### src/rtl/sc_tx_pkg.sv
package sc_tx_pkg;
  typedef enum logic [2:0] {
    ST_IDLE,
    ST_SEND,
    ST_HSCHK,
    ST_BACKOFF,
    ST_ABORT
  } tx_state_t;
endpackage

### src/rtl/sc_tx_frame.sv
module sc_tx_frame #(
  parameter int DW = 8
) (
  input  logic          clk,
  input  logic          rst_n,
  input  logic          clear,
  input  logic          load,
  input  logic          adv,
  input  logic [DW-1:0] data_i,
  output logic          line_low_o,
  output logic          last_o
);
  localparam int FRAME = DW + 2;
  localparam int IW    = $clog2(FRAME);

  logic [FRAME-1:0] shreg;
  logic [IW-1:0]    idx;
  logic             active;

  assign last_o     = active && (idx == IW'(FRAME - 1));
  assign line_low_o = active && !shreg[0];

  always_ff @(posedge clk or negedge rst_n) begin
    if (!rst_n) begin
      shreg  <= '1;
      idx    <= '0;
      active <= 1'b0;
    end else if (clear) begin
      shreg  <= '1;
      idx    <= '0;
      active <= 1'b0;
    end else if (load) begin
      shreg  <= {^data_i, data_i, 1'b0};
      idx    <= '0;
      active <= 1'b1;
    end else if (adv && active) begin
      if (last_o) begin
        shreg  <= '1;
        idx    <= '0;
        active <= 1'b0;
      end else begin
        shreg <= {1'b1, shreg[FRAME-1:1]};
        idx   <= idx + 1'b1;
      end
    end
  end

  // bit index never leaves the frame
  p_idx_range_r1: assert property (@(posedge clk) disable iff (!rst_n)
    idx <= IW'(FRAME - 1));

  // a freshly loaded frame carries even parity over data and parity bit
  p_even_parity_r1: assert property (@(posedge clk) disable iff (!rst_n)
    (load && !clear) |=> (^shreg[FRAME-1:1] == 1'b0) && !shreg[0]);
endmodule

### src/rtl/sc_tx_guard.sv
module sc_tx_guard #(
  parameter int GW = 8
) (
  input  logic          clk,
  input  logic          rst_n,
  input  logic          tick,
  input  logic          char_end,
  input  logic          card_end,
  input  logic [GW-1:0] chguard,
  input  logic [GW-1:0] blkguard,
  output logic          ok_o
);
  localparam logic [GW-1:0] SAT = '1;

  logic [GW-1:0] own_gap;
  logic [GW-1:0] card_gap;

  always_ff @(posedge clk or negedge rst_n) begin
    if (!rst_n) begin
      own_gap <= SAT;
    end else if (char_end) begin
      own_gap <= GW'(1);
    end else if (tick && own_gap != SAT) begin
      own_gap <= own_gap + 1'b1;
    end
  end

  always_ff @(posedge clk or negedge rst_n) begin
    if (!rst_n) begin
      card_gap <= SAT;
    end else if (card_end) begin
      card_gap <= '0;
    end else if (tick && card_gap != SAT) begin
      card_gap <= card_gap + 1'b1;
    end
  end

  assign ok_o = !card_end && (own_gap >= chguard) && (card_gap >= blkguard);

  // a card event always restarts the block guard count
  p_card_restart_r7: assert property (@(posedge clk) disable iff (!rst_n)
    card_end |=> card_gap == '0);

  // the own-character gap restarts at one after each parity bit
  p_own_restart_r2: assert property (@(posedge clk) disable iff (!rst_n)
    char_end |=> own_gap == GW'(1));
endmodule

### src/rtl/sc_tx_ctrl.sv
module sc_tx_ctrl
  import sc_tx_pkg::*;
#(
  parameter int DW      = 8,
  parameter int RW      = 3,
  parameter int BACKOFF = 4
) (
  input  logic          clk,
  input  logic          rst_n,
  input  logic          tick,
  input  logic          flush,
  input  logic          s_valid,
  output logic          s_ready,
  input  logic [DW-1:0] s_data,
  input  logic          hs_en,
  input  logic [RW-1:0] retry_limit,
  input  logic          line_in,
  input  logic          gap_ok,
  input  logic          last_bit,
  output logic          load,
  output logic          adv,
  output logic          char_end,
  output logic [DW-1:0] hold_data,
  output logic          tx_err,
  output tx_state_t     state_o
);
  localparam int BW = $clog2(BACKOFF + 1);

  tx_state_t     st, nxt;
  logic          hold_v;
  logic [RW-1:0] tries;
  logic [BW-1:0] bo;
  logic          err;
  logic          pop, nack_retry, abort;

  assign s_ready = !hold_v && !err;
  assign tx_err  = err;
  assign state_o = st;

  always_comb begin
    nxt        = st;
    load       = 1'b0;
    adv        = 1'b0;
    char_end   = 1'b0;
    pop        = 1'b0;
    nack_retry = 1'b0;
    abort      = 1'b0;
    case (st)
      ST_IDLE: begin
        if (tick && hold_v && gap_ok) begin
          load = 1'b1;
          nxt  = ST_SEND;
        end
      end
      ST_SEND: begin
        if (tick) begin
          adv = 1'b1;
          if (last_bit) begin
            char_end = 1'b1;
            if (hs_en) begin
              nxt = ST_HSCHK;
            end else begin
              nxt = ST_IDLE;
              pop = 1'b1;
            end
          end
        end
      end
      ST_HSCHK: begin
        if (tick) begin
          if (line_in) begin
            nxt = ST_IDLE;
            pop = 1'b1;
          end else if (tries == retry_limit) begin
            nxt   = ST_ABORT;
            abort = 1'b1;
          end else begin
            nxt        = ST_BACKOFF;
            nack_retry = 1'b1;
          end
        end
      end
      ST_BACKOFF: begin
        if (tick && bo == BW'(BACKOFF - 1)) begin
          load = 1'b1;
          nxt  = ST_SEND;
        end
      end
      ST_ABORT: nxt = ST_ABORT;
      default:  nxt = ST_IDLE;
    endcase
    if (flush) begin
      nxt        = ST_IDLE;
      load       = 1'b0;
      adv        = 1'b0;
      char_end   = 1'b0;
      pop        = 1'b0;
      nack_retry = 1'b0;
      abort      = 1'b0;
    end
  end

  always_ff @(posedge clk or negedge rst_n) begin
    if (!rst_n) begin
      st        <= ST_IDLE;
      hold_v    <= 1'b0;
      hold_data <= '0;
      tries     <= '0;
      bo        <= '0;
      err       <= 1'b0;
    end else begin
      st <= nxt;
      if (flush || pop) begin
        hold_v <= 1'b0;
      end else if (s_valid && s_ready) begin
        hold_v    <= 1'b1;
        hold_data <= s_data;
      end
      if (flush || (st == ST_IDLE && load)) begin
        tries <= '0;
      end else if (nack_retry) begin
        tries <= tries + 1'b1;
      end
      if (nack_retry) begin
        bo <= '0;
      end else if (st == ST_BACKOFF && tick) begin
        bo <= bo + 1'b1;
      end
      if (flush) begin
        err <= 1'b0;
      end else if (abort) begin
        err <= 1'b1;
      end
    end
  end

  // error flag holds until flushed
  p_err_sticky_r5: assert property (@(posedge clk) disable iff (!rst_n)
    (err && !flush) |=> err);

  // resend count stays inside the programmed limit while backing off
  p_tries_bound_r5: assert property (@(posedge clk) disable iff (!rst_n)
    (st == ST_BACKOFF) |-> (tries <= retry_limit));

  // back-off never overruns its length
  p_backoff_bound_r4: assert property (@(posedge clk) disable iff (!rst_n)
    (st == ST_BACKOFF) |-> (bo < BW'(BACKOFF)));

  // flush leaves an idle, error-free, empty transmitter
  p_flush_clears_r6: assert property (@(posedge clk) disable iff (!rst_n)
    flush |=> (!err && !hold_v && st == ST_IDLE));

  // an accepted byte is held
  p_accept_holds_r8: assert property (@(posedge clk) disable iff (!rst_n)
    (s_valid && s_ready && !flush) |=> hold_v);
endmodule

### src/rtl/sc_tx.sv
module sc_tx
  import sc_tx_pkg::*;
#(
  parameter int DW      = 8,
  parameter int GW      = 8,
  parameter int RW      = 3,
  parameter int BACKOFF = 4
) (
  input  logic          clk,
  input  logic          rst_n,
  input  logic          etu_tick,
  input  logic          s_valid,
  output logic          s_ready,
  input  logic [DW-1:0] s_data,
  input  logic          hs_en,
  input  logic [GW-1:0] chguard,
  input  logic [GW-1:0] blkguard,
  input  logic [RW-1:0] retry_limit,
  input  logic          card_char_end,
  input  logic          line_in,
  input  logic          flush,
  output logic          line_drive,
  output logic          tx_err
);
  logic          gap_ok, last_bit, load, adv, char_end;
  logic [DW-1:0] hold_data;
  tx_state_t     st;

  sc_tx_ctrl #(.DW(DW), .RW(RW), .BACKOFF(BACKOFF)) u_ctrl (
    .clk        (clk),
    .rst_n      (rst_n),
    .tick       (etu_tick),
    .flush      (flush),
    .s_valid    (s_valid),
    .s_ready    (s_ready),
    .s_data     (s_data),
    .hs_en      (hs_en),
    .retry_limit(retry_limit),
    .line_in    (line_in),
    .gap_ok     (gap_ok),
    .last_bit   (last_bit),
    .load       (load),
    .adv        (adv),
    .char_end   (char_end),
    .hold_data  (hold_data),
    .tx_err     (tx_err),
    .state_o    (st)
  );

  sc_tx_frame #(.DW(DW)) u_frame (
    .clk       (clk),
    .rst_n     (rst_n),
    .clear     (flush),
    .load      (load),
    .adv       (adv),
    .data_i    (hold_data),
    .line_low_o(line_drive),
    .last_o    (last_bit)
  );

  sc_tx_guard #(.GW(GW)) u_guard (
    .clk     (clk),
    .rst_n   (rst_n),
    .tick    (etu_tick),
    .char_end(char_end),
    .card_end(card_char_end),
    .chguard (chguard),
    .blkguard(blkguard),
    .ok_o    (gap_ok)
  );

  // a new character leaves idle only with both guard times satisfied
  p_start_gap_r2: assert property (@(posedge clk) disable iff (!rst_n)
    ($past(st) == ST_IDLE && st == ST_SEND) |-> $past(gap_ok));

  // line stays released after an abort
  p_abort_quiet_r5: assert property (@(posedge clk) disable iff (!rst_n)
    (st == ST_ABORT) |-> !line_drive);

  // a card event seen in idle defers any start on that edge
  p_card_defers_r7: assert property (@(posedge clk) disable iff (!rst_n)
    (card_char_end && st == ST_IDLE) |=> st != ST_SEND);
endmodule

### config.mk
export PLATFORM = sky130hd
export DESIGN_NAME = sc_tx
export DESIGN_NICKNAME = d
export VERILOG_FILES = /design/src/rtl/sc_tx_pkg.sv /design/src/rtl/sc_tx_frame.sv /design/src/rtl/sc_tx_guard.sv /design/src/rtl/sc_tx_ctrl.sv /design/src/rtl/sc_tx.sv
export SDC_FILE = /design/constraint.sdc
export NUM_CORES = 1
export LEC_CHECK = 0
export ABC_AREA = 0
export ABC_CLOCK_PERIOD_IN_PS = 2310
export BUFFER_PORTS_ARGS = -buffer_cell sky130_fd_sc_hd__buf_2
export CORE_MARGIN = 4
export CORE_UTILIZATION = 25
export DETAILED_ROUTE_END_ITERATION = 6
export HOLD_SLACK_MARGIN = 0.12
export SYNTH_ARGS = -nofsm -noshare
export SYNTH_HDL_FRONTEND = slang
export SYNTH_SLANG_ARGS = --single-unit
### constraint.sdc
create_clock -name clk -period 2.31 [get_ports clk]
set_input_delay 0 -clock clk [delete_from_list [all_inputs] [get_ports clk]]
set_output_delay 0 -clock clk [all_outputs]
set_load 0.01 [all_outputs]
After elaboration in Yosys (flattened, before gate mapping)

Index checks and enable logic that the tools add are counted.

Bits of input ports: 35
Output and inout bits: 3
Word-level logic and storage cells: 128
Register bits: 50

Order comparisons: 2
Multiplexer cells: 62
Reductions and logical operators: 33
Bitwise logic cells: 1
Equal/unequal tests: 14
$add $sub $neg: 5

Operators by type and width:

| kind                                                 | count |
|---|---|
| two-way mux 3 bit                                    | 12 |
| two-way mux 1 bit                                    | 34 |
| two-way mux 8 bit                                    | 4 |
| two-way mux 10 bit                                   | 3 |
| adder 8 x 1 -> 8 bit (second input constant)         | 2 |
| >= comparator 8 bit                                  | 2 |
| two-way mux 4 bit                                    | 4 |
| != test 8 bit (second input constant)                | 2 |
| case mux 3 bit (5 select lines)                      | 1 |
| logical AND 1 bit                                    | 14 |
| nonzero test 2 bit                                   | 6 |
| equality test 3 x 2 -> 1 bit (second input constant) | 3 |
| two-way mux 9 bit                                    | 1 |
| != test 3 bit (second input constant)                | 3 |
| parity 8 bit                                         | 1 |
| adder 3 x 1 -> 3 bit (second input constant)         | 2 |
| != test 3 x 2 -> 1 bit (second input constant)       | 2 |
| nonzero test 3 bit                                   | 2 |
| AND reduction 5 bit                                  | 1 |
| adder 4 x 1 -> 4 bit (second input constant)         | 1 |
| equality test 4 bit (second input constant)          | 1 |
| zero test 1 bit                                      | 4 |
| case mux 1 bit (2 select lines)                      | 2 |
| AND reduction 2 bit                                  | 2 |
| other kinds (7)                                      | 8 |

Longest topological paths before layout

Depth after elaboration: 10
Gate-level depth with buffers: 9
Gate-level depth less buffers: 8

Hierarchy

Synthesis repeated with hierarchy kept, for this count alone.

Cell total of the unflattened synthesis: 320
Area total of the unflattened synthesis: 3154.3 um2

By module, submodules not included:

| module      | area each (um2) | instances | cells each | seq. area each (um2) |
|---|---|---|---|---|
| sc_tx_guard | 1271.2          | 1         | 140        | 420.4 |
| sc_tx_ctrl  | 1077.3          | 1         | 99         | 475.5 |
| sc_tx_frame | 805.8           | 1         | 81         | 387.9 |

Least setup slack after synthesis

OpenSTA, ideal clock, no wires.

Kind: reg-to-reg
Start: register u_guard.card_gap[0]
End: register u_frame.idx[3]
Clock period less this slack: 2.307 ns
Cell stages (with the launch flop): 10
Setup slack: 0.003 ns
Setup time: 0.107 ns
Arrival: 2.200 ns
Required time: 2.203 ns
Buffers on the path: 1
Path through: dfstp_2 inv_1 ha_1 nand2b_1 a2111oi_0 o41ai_1 and4b_1 buf_6 or2_4 a2111oi_4

Cells in the longest elaborated chain, start to end: 8
Elaborated cells between the ends (all ways): 9
Classes of those cells: order compare (1); mux (5); reduce/logical (3)

RTL lines:

| element                             | line              | RTL |
|---|---|---|
| start, declared                     | sc_tx_guard.sv:16 | `logic [GW-1:0] card_gap;` |
| start signal, assigned              | sc_tx_guard.sv:34 | `card_gap <= card_gap + 1'b1;` |
| >= comparator 8 bit (*)             | sc_tx_guard.sv:38 | `assign ok_o = !card_end && (own_gap >= chguard) && (card_gap >= blkguard);` |
| logical AND 1 bit (*)               | sc_tx_guard.sv:38 |  |
| logical AND 1 bit (*)               | sc_tx_ctrl.sv:50  | `if (tick && hold_v && gap_ok) begin` |
| two-way mux 1 bit (*)               | sc_tx_ctrl.sv:50  |  |
| case mux 1 bit (2 select lines) (*) | sc_tx_ctrl.sv:48  | `case (st)` |
| two-way mux 1 bit (*)               | sc_tx_ctrl.sv:92  | `if (flush) begin` |
| two-way mux 4 bit                   | sc_tx_frame.sv:32 | `end else if (load) begin` |
| two-way mux 4 bit                   | sc_tx_frame.sv:28 | `end else if (clear) begin` |
| end signal, assigned                | sc_tx_frame.sv:43 | `idx <= idx + 1'b1;` |
| end, declared                       | sc_tx_frame.sv:17 | `logic [IW-1:0] idx;` |

Mark *: on every way between the ends. The rest lies on a longest branch, timed or not.
A chain may end at the register's enable or synchronous reset.

Worst setup path after layout

Same ends and word-level chain as after synthesis.

==> run_results.csv <==
group,metric,value,unit
routing,wl_met2,3320,um
critical_path,crit_path_start_kind,"flip-flop",
routing,via_per_inst,4.49,
layout,antennaDiodeCount,0,
layout,drive_gt1_frac,0.350,
worst_hold_path,whs_endpoint,"u_ctrl.state_o[2]",
critical_path,rrSetupSlack,0.04,ns
floorplanning,start_util,0.256,
timing,period_needed,2.27,ns
logic_synthesis,ys_seq_elements,50,
place,dpl.hpwl,5050,um
logic_synthesis,synth_area_leaders,"dfstp_2, dfrtp_1, ha_1",
floorplanning,fp.dieW,119,um
logic_synthesis,avgSynthCellArea,10.0,um2
timing,worstMarginPinSlew,0.642,ns
routing,top_layer,"met4",
timing,hold-worst-slack,0.129,ns
timing,fin_skew,0.00601,ns
worst_hold_path,hold_class,"in2reg",
clock_network,clk_pin_slew,0.07,ns
power,peakVddDrop,0.334,mV
layout,synthToLayoutAreaGrowth,26.4,%
critical_path,slowest_delay,0.54,ns
clock_network,root_buffer,"clkbuf_16",
status,status,"complete, no violations",
clock_network,clk_latency,0.29,ns
floorplanning,io_pins,38,
clock_network,h-tree-depth,2,
logic_synthesis,synth_edf_count,0,
worst_hold_path,min_from,"flush",
power,power-per-cell-area,714,mW/mm2
critical_path,crit_family,"simple AND/OR/NAND/NOR gates",
clock_network,cts_made_buffers,5,
clock_network,cts.sinks,50,
critical_path,worstPathRequired,2.50,ns
logic_synthesis,yosysMostFrequentCell,"nor2_1",
logic_synthesis,synthFlopType,"dfstp_2",
flow_run,maxCapViolCount,0,
global_routing,antenna_found_initial,0,
routing,wl_met1,3140,um
critical_path,end_kind,"flip-flop",
logic_synthesis,synth_top_area_frac,0.221,
routing,wl_met3,260,um
place,place_area,0.00352,mm2
critical_path,crit_chain,"inv_2 -> ha_4 -> nand2b_4 -> a2111oi_4 -> o41ai_4 -> and4b_2 -> or2_4 -> a2111oi_4",
timing,setup_viol_count_final,0,
worst_hold_path,worstHoldPathCells,2,
routing,antenna_left,0,
routing,wl_per_cell,12.5,um
logic_synthesis,yosysWarnings,0,
timing,rsz0062_at_grt,"yes",
critical_path,r2r-start,"u_guard.card_gap[0]",
power,leakage,1.68,nW
critical_path,cp_data_arrival_time,2.46,ns
logic_synthesis,synthTopCellsByCount,"nor2_1, dfstp_2, dfrtp_1, inv_1, ha_1",
timing,max_slew_margin,0.572,
floorplanning,die_area,0.0142,mm2
logic_synthesis,postSynthCellCount,308,
critical_path,crit_buf_inv,1,
layout,nNetsFinal,428,
routing,drt_first_pass_iters,4,
routing,vias,2422,
routing,drt-initial-drc-count,98,
logic_synthesis,syn_nets,366,
timing,setup_tns,0,ns
timing,drv_slew,0,
layout,seq_area,0.00128,mm2
critical_path,cp_slowest_cell,"dfstp_2",
layout,final_area,0.00390,mm2
global_routing,grt_pass1_wl,11800,um
global_routing,grt-ovfl-total,0,
timing,period_share,0.984,
logic_synthesis,yosys.area.top_type,"dfstp_2",
place,io_buffers,37,
critical_path,crit_type,"reg2reg",
clock_network,cts_buffer_depth,2,
global_routing,grtUsageTotal,0.0990,
clock_network,tritoncts,"built",
layout,n_fill_cell,1241,
floorplanning,core,0.0121,mm2
logic_synthesis,synthArstFlopShare,1.00,
timing,hold_viol_final,0,
critical_path,r2r_end,"u_frame.idx[3]",
floorplanning,core.rowCount,40,
routing,drc_errors,0,
logic_synthesis,synth_area,0.00309,mm2
global_routing,grt_pass1_vias,2521,
layout,multi_input_comb_area,0.00174,mm2
global_routing,grt_max_degree,51,
floorplanning,die_h,119,um
timing,fmax,0.440,GHz
critical_path,path_common_cell,"a2111oi_4",
critical_path,rr_worst_depth,8,
place,gp_congestion,0.783,
logic_synthesis,synth.distinct_cells,51,
critical_path,crit_fanout,5,
routing,wirelength,6750,um
logic_synthesis,yosysSeqAreaShare,0.416,
-- registers in the layout, summed over array words and instances, names as in the netlist --
name	cells
u_ctrl.bo	3
u_ctrl.hold_data	8
u_ctrl.hold_v	1
u_ctrl.state_o	3
u_ctrl.tries	3
u_ctrl.tx_err	1
u_frame.active	1
u_frame.idx	4
u_frame.shreg	10
u_guard.card_gap	8
u_guard.own_gap	8
-- per-stage QoR --
step                 util  setup WS, ns  power (mW)  instances
finish              0.324        0.0366        2.79        539
global route        0.324       -0.0670        2.98        539
CTS                 0.323        0.0111        2.81        538
detailed placement  0.292        -0.249        1.96        518
global placement    0.292        -0.186        1.93        518
floorplan               -       0.00328        1.70        308
-- layer usage --
| metal | track usage | vias to the layer above |
|---|---|---|
| li1 | - | 1200 |
| met1 | 0.127 | 1171 |
| met2 | 0.174 | 47 |
| met3 | 0.0209 | 4 |
| met4 | 0.0145 | 0 |
| met5 | 0 | - |
-- placed cells by master, fill, tap and decap left out, types with 2 or more instances in the layout --
cell           Yosys  routed
a2111oi_4          1       2
nor2b_1            4       4
mux2_2             8       8
nor2_1            28      28
mux2i_1            4       4
dfstp_2           26      26
o21a_1             3       3
xor2_1            12      12
o2bb2ai_1          2       2
nand2_1           20      20
dfrtp_1           24      24
a21oi_1           20      17
buf_4              1      15
nand2b_1           4       3
or2_2              3       3
o21ai_0            4       4
nor3b_2            2       2
nor3_2             3       3
a21oi_2            0       2
inv_1             24      23
clkbuf_16          0       5
o221a_2            8       8
dlygate4sd3_1      0      13
xnor2_1           14      14
nand3_1           10      10
ha_1              23      22
nor3_1            14      14
and3_1             2       2
or3_1              9       9
buf_2              1      37
nand4_1            3       3
-- cells by family (layout without fill, tap and decap cells) --
| logic type | Yosys count | in the layout | share of synthesized area |
|---|---|---|---|
| adders and majority gates | 23 | 23 | 0.0932 |
| xor gates and xnor gates | 26 | 26 | 0.0737 |
| buffers and inverters | 34 | 97 | 0.0543 |
| DFF | 50 | 50 | 0.416 |
| muxes | 12 | 12 | 0.0421 |
| AOI/OAI and AO/OA | 52 | 52 | 0.130 |
| and+or+nand+nor | 111 | 111 | 0.191 |
-- power by group --
part	switching [mW]	internal, mW
logic	0.424	0.450
registers	0.114	1.04
clock network	0.321	0.435
total	0.859	1.93
-- repair_timing --
action,4_1_cts,5_1_grt
buffers inserted,0,1
resized for setup,16,1
endpoints found under the setup margin,18,12
pin swaps,7,5
endpoints found under the hold margin,44,0
hold buffers,13,0
-- area by class of cell --
cell class	instances	area share
Multi-Input combinational cell	224	0.445
Sequential cell	50	0.329
Timing Repair Buffer	65	0.110
Tap cell	168	0.0538
Clock buffer	6	0.0356
Inverter	24	0.0231
Clock inverter	2	0.00417
-- how the worst max path moves through the flow --
stage / start / end / slack (ns) / cells after the start
global route: u_guard.card_gap[0] / u_frame.idx[3] / -0.07 / 8
floorplan: u_guard.card_gap[0] / u_frame.idx[3] / 0.003 / 9
detailed placement: u_guard.card_gap[0] / u_frame.shreg[2] / -0.25 / 8
CTS: u_guard.own_gap[2] / u_frame.idx[3] / 0.01 / 7
finish: u_guard.card_gap[0] / u_frame.idx[3] / 0.04 / 8
global placement: u_guard.own_gap[0] / u_frame.shreg[7] / -0.19 / 9
Note: power is estimated with default switching activity, not from simulation.
